==> src/rtl/rob_pkg.sv <==
package rob_pkg;
  typedef enum logic {
    PH_RUN     = 1'b0,
    PH_RECOVER = 1'b1
  } rob_phase_e;

  function automatic int unsigned idx_bits(input int unsigned n);
    return (n <= 2) ? 1 : $clog2(n);
  endfunction
endpackage

==> src/rtl/rob_entry_store.sv <==
module rob_entry_store #(
  parameter int DEPTH   = 16,
  parameter int SLOTS   = 4,
  parameter int ARCH_W  = 4,
  parameter int PHYS_W  = 7,
  localparam int IW     = rob_pkg::idx_bits(DEPTH)
) (
  input  logic                     clk,
  input  logic                     rst,
  input  logic                     wr_en,
  input  logic [IW-1:0]            wr_ptr,
  input  logic                     wr_dest,
  input  logic [ARCH_W-1:0]        wr_arch,
  input  logic [PHYS_W-1:0]        wr_newp,
  input  logic [PHYS_W-1:0]        wr_prevp,
  input  logic                     wr_store,
  input  logic                     cpl_valid,
  input  logic [IW-1:0]            cpl_idx,
  input  logic                     cpl_fault,
  input  logic                     head_mark,
  input  logic [IW-1:0]            head,
  output logic [SLOTS-1:0]         s_rdy,
  output logic [SLOTS-1:0]         s_mark,
  output logic [SLOTS-1:0]         s_dest,
  output logic [SLOTS-1:0]         s_store,
  output logic [SLOTS*ARCH_W-1:0]  s_arch,
  output logic [SLOTS*PHYS_W-1:0]  s_newp,
  output logic [SLOTS*PHYS_W-1:0]  s_prevp
);
  logic [DEPTH-1:0]   rdy_q;
  logic [DEPTH-1:0]   mark_q;
  logic [DEPTH-1:0]   dest_mem;
  logic [DEPTH-1:0]   store_mem;
  logic [ARCH_W-1:0]  arch_mem  [DEPTH];
  logic [PHYS_W-1:0]  newp_mem  [DEPTH];
  logic [PHYS_W-1:0]  prevp_mem [DEPTH];

  // payload: write-only at allocation, RAM style
  always_ff @(posedge clk) begin
    if (wr_en) begin
      dest_mem[wr_ptr]  <= wr_dest;
      store_mem[wr_ptr] <= wr_store;
      arch_mem[wr_ptr]  <= wr_arch;
      newp_mem[wr_ptr]  <= wr_newp;
      prevp_mem[wr_ptr] <= wr_prevp;
    end
  end

  // status bits: completion, fault and interrupt marks
  always_ff @(posedge clk) begin
    if (rst) begin
      rdy_q  <= '0;
      mark_q <= '0;
    end else begin
      for (int i = 0; i < DEPTH; i++) begin
        if (wr_en && wr_ptr == IW'(i)) begin
          rdy_q[i]  <= 1'b0;
          mark_q[i] <= 1'b0;
        end else begin
          if (cpl_valid && cpl_idx == IW'(i)) begin
            rdy_q[i] <= 1'b1;
            if (cpl_fault) mark_q[i] <= 1'b1;
          end
          if (head_mark && head == IW'(i)) mark_q[i] <= 1'b1;
        end
      end
    end
  end

  for (genvar k = 0; k < SLOTS; k++) begin : g_slot
    logic [IW-1:0] ridx;
    assign ridx    = head + IW'(k);
    assign s_rdy[k]   = rdy_q[ridx];
    assign s_mark[k]  = mark_q[ridx];
    assign s_dest[k]  = dest_mem[ridx];
    assign s_store[k] = store_mem[ridx];
    assign s_arch[k*ARCH_W +: ARCH_W]  = arch_mem[ridx];
    assign s_newp[k*PHYS_W +: PHYS_W]  = newp_mem[ridx];
    assign s_prevp[k*PHYS_W +: PHYS_W] = prevp_mem[ridx];
  end

  AST_ALLOC_STARTS_PENDING: assert property (@(posedge clk) disable iff (rst)
    wr_en |=> !rdy_q[$past(wr_ptr)]);
endmodule

==> src/rtl/rob_commit_window.sv <==
module rob_commit_window #(
  parameter int SLOTS = 4,
  parameter int CNT_W = 5,
  parameter int CW    = 3
) (
  input  logic             clk,
  input  logic             rst,
  input  logic [SLOTS-1:0] rdy,
  input  logic [SLOTS-1:0] mark,
  input  logic [CNT_W-1:0] occupancy,
  output logic [SLOTS-1:0] take,
  output logic             hit_mark,
  output logic [CW-1:0]    ntake
);
  logic go;

  always_comb begin
    go       = 1'b1;
    take     = '0;
    hit_mark = 1'b0;
    ntake    = '0;
    for (int k = 0; k < SLOTS; k++) begin
      if (go && occupancy > CNT_W'(k) && rdy[k]) begin
        take[k] = 1'b1;
        ntake   = ntake + CW'(1);
        if (mark[k]) begin
          hit_mark = 1'b1;
          go       = 1'b0;
        end
      end else begin
        go = 1'b0;
      end
    end
  end

  AST_COMMIT_PREFIX: assert property (@(posedge clk) disable iff (rst)
    ((take & (take + SLOTS'(1))) == '0));
endmodule

==> src/rtl/rob_retire_table.sv <==
module rob_retire_table #(
  parameter int ARCH_REGS = 16,
  parameter int SLOTS     = 4,
  parameter int PHYS_W    = 7,
  localparam int ARCH_W   = rob_pkg::idx_bits(ARCH_REGS)
) (
  input  logic                        clk,
  input  logic                        rst,
  input  logic [SLOTS-1:0]            upd,
  input  logic [SLOTS*ARCH_W-1:0]     upd_arch,
  input  logic [SLOTS*PHYS_W-1:0]     upd_phys,
  output logic [ARCH_REGS*PHYS_W-1:0] table_flat
);
  logic [PHYS_W-1:0] tbl [ARCH_REGS];

  always_ff @(posedge clk) begin
    if (rst) begin
      for (int i = 0; i < ARCH_REGS; i++) tbl[i] <= PHYS_W'(i);
    end else begin
      // ascending slot order: the youngest write of a group lands last
      for (int k = 0; k < SLOTS; k++) begin
        if (upd[k]) tbl[upd_arch[k*ARCH_W +: ARCH_W]] <= upd_phys[k*PHYS_W +: PHYS_W];
      end
    end
  end

  for (genvar a = 0; a < ARCH_REGS; a++) begin : g_out
    assign table_flat[a*PHYS_W +: PHYS_W] = tbl[a];
  end

  AST_TABLE_HOLDS: assert property (@(posedge clk) disable iff (rst)
    (upd == '0) |=> $stable(table_flat));
endmodule

==> src/rtl/rob_commit_unit.sv <==
module rob_commit_unit #(
  parameter int DEPTH      = 16,
  parameter int COMMIT_W   = 4,
  parameter int ARCH_REGS  = 16,
  parameter int PHYS_W     = 7,
  localparam int IW        = rob_pkg::idx_bits(DEPTH),
  localparam int AW        = rob_pkg::idx_bits(ARCH_REGS),
  localparam int CW        = $clog2(COMMIT_W + 1)
) (
  input  logic                        clk,
  input  logic                        rst,
  input  logic                        alloc_valid,
  input  logic                        alloc_has_dest,
  input  logic [AW-1:0]               alloc_arch,
  input  logic [PHYS_W-1:0]           alloc_new_phys,
  input  logic [PHYS_W-1:0]           alloc_prev_phys,
  input  logic                        alloc_is_store,
  output logic                        alloc_ready,
  output logic [IW-1:0]               alloc_idx,
  input  logic                        done_valid,
  input  logic [IW-1:0]               done_idx,
  input  logic                        done_fault,
  input  logic                        irq_mark,
  output logic [COMMIT_W-1:0]         ret_free_vld,
  output logic [COMMIT_W*PHYS_W-1:0]  ret_free_phys,
  output logic [COMMIT_W-1:0]         ret_store_vld,
  output logic [CW-1:0]               ret_count,
  output logic                        flush_o,
  output logic [ARCH_REGS*PHYS_W-1:0] restore_map
);
  import rob_pkg::*;
  localparam int CNT_W = IW + 1;

  logic [IW-1:0]    head_q, tail_q;
  logic [CNT_W-1:0] occ_q;
  rob_phase_e       phase_q;

  logic                       alloc_fire;
  logic [COMMIT_W-1:0]        s_rdy, s_mark, s_dest, s_store, take;
  logic [COMMIT_W*AW-1:0]     s_arch;
  logic [COMMIT_W*PHYS_W-1:0] s_newp, s_prevp;
  logic                       hit_mark;
  logic [CW-1:0]              ntake;

  assign alloc_ready = (occ_q < CNT_W'(DEPTH)) && (phase_q == PH_RUN);
  assign alloc_idx   = tail_q;
  assign alloc_fire  = alloc_valid && alloc_ready;
  assign flush_o     = (phase_q == PH_RECOVER);

  rob_entry_store #(
    .DEPTH(DEPTH), .SLOTS(COMMIT_W), .ARCH_W(AW), .PHYS_W(PHYS_W)
  ) i_store (
    .clk(clk), .rst(rst),
    .wr_en(alloc_fire), .wr_ptr(tail_q), .wr_dest(alloc_has_dest),
    .wr_arch(alloc_arch), .wr_newp(alloc_new_phys), .wr_prevp(alloc_prev_phys),
    .wr_store(alloc_is_store),
    .cpl_valid(done_valid), .cpl_idx(done_idx), .cpl_fault(done_fault),
    .head_mark(irq_mark && occ_q != '0 && phase_q == PH_RUN), .head(head_q),
    .s_rdy(s_rdy), .s_mark(s_mark), .s_dest(s_dest), .s_store(s_store),
    .s_arch(s_arch), .s_newp(s_newp), .s_prevp(s_prevp)
  );

  rob_commit_window #(.SLOTS(COMMIT_W), .CNT_W(CNT_W), .CW(CW)) i_window (
    .clk(clk), .rst(rst), .rdy(s_rdy), .mark(s_mark), .occupancy(occ_q),
    .take(take), .hit_mark(hit_mark), .ntake(ntake)
  );

  rob_retire_table #(.ARCH_REGS(ARCH_REGS), .SLOTS(COMMIT_W), .PHYS_W(PHYS_W)) i_rtable (
    .clk(clk), .rst(rst), .upd(take & s_dest), .upd_arch(s_arch),
    .upd_phys(s_newp), .table_flat(restore_map)
  );

  always_ff @(posedge clk) begin
    if (rst) begin
      head_q  <= '0;
      tail_q  <= '0;
      occ_q   <= '0;
      phase_q <= PH_RUN;
    end else if (hit_mark) begin
      head_q  <= '0;
      tail_q  <= '0;
      occ_q   <= '0;
      phase_q <= PH_RECOVER;
    end else begin
      head_q  <= head_q + IW'(ntake);
      tail_q  <= tail_q + IW'(alloc_fire);
      occ_q   <= occ_q + CNT_W'(alloc_fire) - CNT_W'(ntake);
      phase_q <= PH_RUN;
    end
  end

  always_ff @(posedge clk) begin
    if (rst) begin
      ret_free_vld  <= '0;
      ret_free_phys <= '0;
      ret_store_vld <= '0;
      ret_count     <= '0;
    end else begin
      ret_free_vld  <= take & s_dest;
      ret_free_phys <= s_prevp;
      ret_store_vld <= take & s_store;
      ret_count     <= ntake;
    end
  end

  AST_NO_OVERFLOW: assert property (@(posedge clk) disable iff (rst)
    occ_q <= CNT_W'(DEPTH));
  AST_RETIRE_BOUND: assert property (@(posedge clk) disable iff (rst)
    ret_count <= CW'(COMMIT_W));
  AST_FREE_NEEDS_RETIRE: assert property (@(posedge clk) disable iff (rst)
    (ret_free_vld != '0) |-> (ret_count != '0));
  AST_FLUSH_ONE_CYCLE: assert property (@(posedge clk) disable iff (rst)
    flush_o |=> !flush_o);
  AST_FLUSH_EMPTY: assert property (@(posedge clk) disable iff (rst)
    flush_o |-> (occ_q == '0 && !alloc_ready && alloc_idx == '0));
endmodule

==> config.mk <==
export PLATFORM = sky130hd
export DESIGN_NAME = rob_commit_unit
export DESIGN_NICKNAME = d
export VERILOG_FILES = /design/src/rtl/rob_pkg.sv /design/src/rtl/rob_entry_store.sv /design/src/rtl/rob_commit_window.sv /design/src/rtl/rob_retire_table.sv /design/src/rtl/rob_commit_unit.sv
export SDC_FILE = /design/constraint.sdc
export NUM_CORES = 1
export LEC_CHECK = 0
export ABC_AREA = 0
export BUFFER_PORTS_ARGS = -buffer_cell sky130_fd_sc_hd__buf_4
export CAP_MARGIN = 15
export CELL_PAD_IN_SITES_DETAIL_PLACEMENT = 0
export CELL_PAD_IN_SITES_GLOBAL_PLACEMENT = 1
export CORE_ASPECT_RATIO = 1.1
export CORE_MARGIN = 3
export CORE_UTILIZATION = 25
export CTS_CLUSTER_DIAMETER = 60
export CTS_CLUSTER_SIZE = 28
export DETAILED_ROUTE_END_ITERATION = 10
export GPL_TIMING_DRIVEN = 0
export PLACE_DENSITY_LB_ADDON = 0.1
export SYNTH_ARGS = -nofsm -noshare
export SYNTH_HDL_FRONTEND = slang
export SYNTH_HIERARCHICAL = 1
export SYNTH_SLANG_ARGS = --single-unit
==> constraint.sdc <==
create_clock -name clk -period 18.8 [get_ports clk]
set_input_delay 3.76 -clock clk [delete_from_list [all_inputs] [get_ports clk]]
set_output_delay 3.76 -clock clk [all_outputs]
set_load 0.02 [all_outputs]
==> impl_metrics.py <==
metrics = {
    "status": {
        "status": "complete, no violations",
    },
    "sta": {
        "slew_viol_final": 0,
        "worst_pin_slew_ns": 1.37,
        "fin_crit_sh_pct": 50.1,
        "setup_violations": 0,
        "rsz0062_at_grt": "false",
        "min_period_ns": 9.42,
        "setup_tns_ns": 0,
        "max_freq_mhz": 106,
        "clock_skew_ns": 0.0319,
        "hold_viol": 0,
        "maxSlewHeadroom_pct": 8.92,
    },
    "global_route": {
        "grt_start_max_net_pins": 20,
        "antenna_found_initial": 9,
        "grt_pass1_vias": 26100,
        "track_usage_pct": 25.8,
        "grt_pass1_wl_um": 233000,
        "grt_overflow_total": 0,
    },
    "route": {
        "drc": 0,
        "dr.pass1.iters": 8,
        "vias": 26300,
        "postRouteAntennaNets": 0,
        "avgRoutedWirePerCell_um": 39.6,
        "wl_um": 174000,
        "via_per_inst": 5.99,
        "drt_iter0_drc": 3274,
    },
    "logic_synthesis": {
        "synth_commonest_cells": "edfxtp_1 (432), mux4_2 (326), nand2_1 (155), mux2i_1 (152), nor2_1 (144)",
        "synth-edff-count": 432,
        "syn_inst": 2369,
        "synthArstFlopShare_pct": 0,
        "synth_area_leaders": "edfxtp_1 (41%), mux4_2 (23%), dfxtp_1 (5.3%), mux2i_1 (4.8%), a211oi_1 (2.3%)",
        "synth_fp_nets": 2424,
        "yosysMostFrequentCell": "edfxtp_1",
        "synth.ff_latch_count": 517,
        "avgSynthCellArea_um2": 13.4,
        "yosys_warnings": 6,
        "ys_types": 89,
        "synth_top_cell_by_area": "edfxtp_1",
        "synth_top_area_share_pct": 40.7,
        "seq_area_frac_synth_pct": 46.1,
        "synth_ff_type": "edfxtp_1",
        "syn_area_um2": 31800,
    },
    "final_layout": {
        "areaGrowthSynthToFinish_pct": 21.3,
        "final_cells": 4387,
        "multiInputGateArea_um2": 16100,
        "drive_above_1_share_pct": 30.7,
        "fillCellCount": 12600,
        "fin_nets": 2727,
        "seq_area_um2": 14700,
    },
    "worst_hold_path": {
        "holdPathStages": 2,
        "hold_path.class": "reg2reg",
    },
    "clock_tree": {
        "cts_resized": 0,
        "postCtsSetupRepairBufs": 0,
        "clock_sinks": 517,
        "cts_made_buffers": 67,
        "cts_tree": "yes",
        "clockBufferDepth": 3,
        "cts_root_buf": "clkbuf_16",
        "path_clk_slew_ns": 0.07,
        "ctsHoldBuffers": 0,
        "worstSkewPairLatency_ns": 0.69,
        "htreeDepth": 3,
    },
    "power_and_ir_drop": {
        "p_per_area_nw_per_um2": 81.0,
        "power.leakage_nw": 12.1,
        "power.total_mw": 3.13,
        "peakVddDrop_uv": 64.0,
    },
    "worst_setup_path": {
        "path_common_cell": "buf_2",
        "cp-end-kind": "flip-flop",
        "slowest_stage": "nor3_1",
        "worst-setup-path-type": "reg2reg",
        "required_ns": 19.10,
        "worstSetupStartpointType": "flip-flop",
        "slowest_delay_ns": 0.78,
        "worst-path-max-fanout": 12,
        "arrival_ns": 9.72,
        "worstRegToRegCells": 23,
        "path_cells": "buf_6 > buf_8 > buf_6 > buf_6 > clkinv_1 > buf_2 > ha_1 > buf_4 > buf_4 > buf_2 > buf_2 > mux4_2 > a21oi_1 > nand4b_1 > or3_1 > buf_2 > inv_1 > and3_2 > and2_1 > nand4bb_1 > nor3_1 > nor4_1 > o21ai_0",
    },
    "die": {
        "rows": 136,
        "ioPinCount": 187,
        "die_h_um": 380,
        "core_um2": 126000,
        "die_x_um": 346,
        "start_util_pct": 25.3,
        "die_area_um2": 132000,
    },
    "place": {
        "gp_congestion": 0.973,
        "hpwl_um": 127000,
        "portBuffers": 186,
        "placed_cells": 4256,
    },
    "job": {
        "cap_viol_max_count": 0,
    },
}
-- metrics by stage --
stage                     worst slack, ns  hold slack [ns]  area [um^2]  util (%)
after detailed placement             9.64            0.486        36200      28.8
after global placement               8.32            0.483        35300      28.1
after global routing                 9.35            0.516        38600      30.7
after CTS                            9.61            0.496        38600      30.7
after floorplan                     12.44            0.446        31800         -
final                                9.38            0.495        38600      30.7
-- worst max-delay path, delay by kind of cell (launching register included) --
family / cells / cell delay, ns
and+or+nand+nor: 7 / 3.16
muxes: 1 / 0.40
buffers and inverters: 12 / 3.79
adders and majority gates: 1 / 0.38
AOI/OAI and AO/OA: 2 / 0.69
DFF: 1 / 0.52
-- cell type report --
class | count | share of cell area [%]
plain buffers | 210 | 2.90
clock inverters | 48 | 1.61
flip-flops and latches | 517 | 38.0
well taps | 1656 | 5.37
diodes | 4 | 0.0259
multi-input cells | 1618 | 41.7
repair buffers | 234 | 5.59
clock buffers | 76 | 4.57
inverters | 24 | 0.233
-- layer usage --
layer / up-vias / routed length, um / global-route usage, %
met3: 451 / 12700 / 4.17
li1: 10400 / - / -
met4: 2 / 11200 / 15.0
met1: 13800 / 67800 / 32.1
met5: - / 13 / 0
met2: 1680 / 82200 / 42.5
-- cell families (layout without fill, tap and decap cells) --
logic type,Yosys count,in the layout,share of synthesized area (%)
AND/OR/NAND/NOR,590,590,9.53
flip-flops,517,517,46.1
AO/OA/AOI/OAI,505,505,11.0
multiplexers,484,484,28.0
buffers and inverters,234,592,3.78
adder cells (fa/ha/maj),25,25,1.03
XOR/XNOR,14,14,0.515
other,0,4,0
-- registers in the layout, summed over array words and instances, names as in the netlist --
signal             flops
alloc_idx              4
i_store/store_mem     16
ret_free_phys         28
head_q                 4
occ_q                  5
ret_store_vld          4
i_store/dest_mem      16
i_store/newp_mem     112
ret_count              3
i_store/rdy_q         16
i_rtable/tbl         112
i_store/prevp_mem    112
ret_free_vld           4
i_store/arch_mem      64
flush_o                1
i_store/mark_q        16
-- where the power goes --
part / total [mW] / internal [mW] / leakage (nW) / switching [mW]
Clock: 1.37 / 0.768 / 1.15 / 0.604
Sequential: 1.30 / 1.28 / 4.62 / 0.0270
Combinational: 0.452 / 0.143 / 6.34 / 0.308
Total: 3.13 / 2.19 / 12.1 / 0.940
-- layout by cell type (no fill, tap or decap), types with 14 or more instances in the layout --
| cell | count |
|---|---|
| edfxtp_1 | 432 |
| mux4_2 | 326 |
| buf_4 | 204 |
| nand2_1 | 155 |
| mux2i_1 | 152 |
| nor2_1 | 132 |
| a21oi_1 | 112 |
| a211oi_1 | 98 |
| clkbuf_1 | 86 |
| dfxtp_1 | 85 |
| buf_2 | 70 |
| clkbuf_16 | 69 |
| o21ai_0 | 49 |
| nor2b_1 | 46 |
| o21ai_1 | 46 |
| and2_1 | 40 |
| nand3_1 | 39 |
| nor3_1 | 39 |
| buf_6 | 38 |
| o31ai_1 | 27 |
| a221oi_1 | 25 |
| ha_1 | 23 |
| o211ai_1 | 23 |
| inv_1 | 22 |
| buf_1 | 20 |
| buf_8 | 16 |
| o311a_1 | 15 |
| o22ai_1 | 14 |
| nor4_1 | 14 |
| and3_1 | 14 |
-- worst paths after layout --
check	to	startpoint	slack [ns]
setup / recovery	i_rtable/tbl[2][0]$_DFFE_PP_	head_q[0]$_SDFF_PP0_	9.38
hold / removal	head_q[3]$_SDFF_PP0_	head_q[3]$_SDFF_PP0_	0.49
setup reg to reg	i_rtable/tbl[2][0]$_DFFE_PP_	head_q[0]$_SDFF_PP0_	9.38
hold reg to reg	head_q[3]$_SDFF_PP0_	head_q[3]$_SDFF_PP0_	0.49
Note: power is estimated with default switching activity, not from simulation.
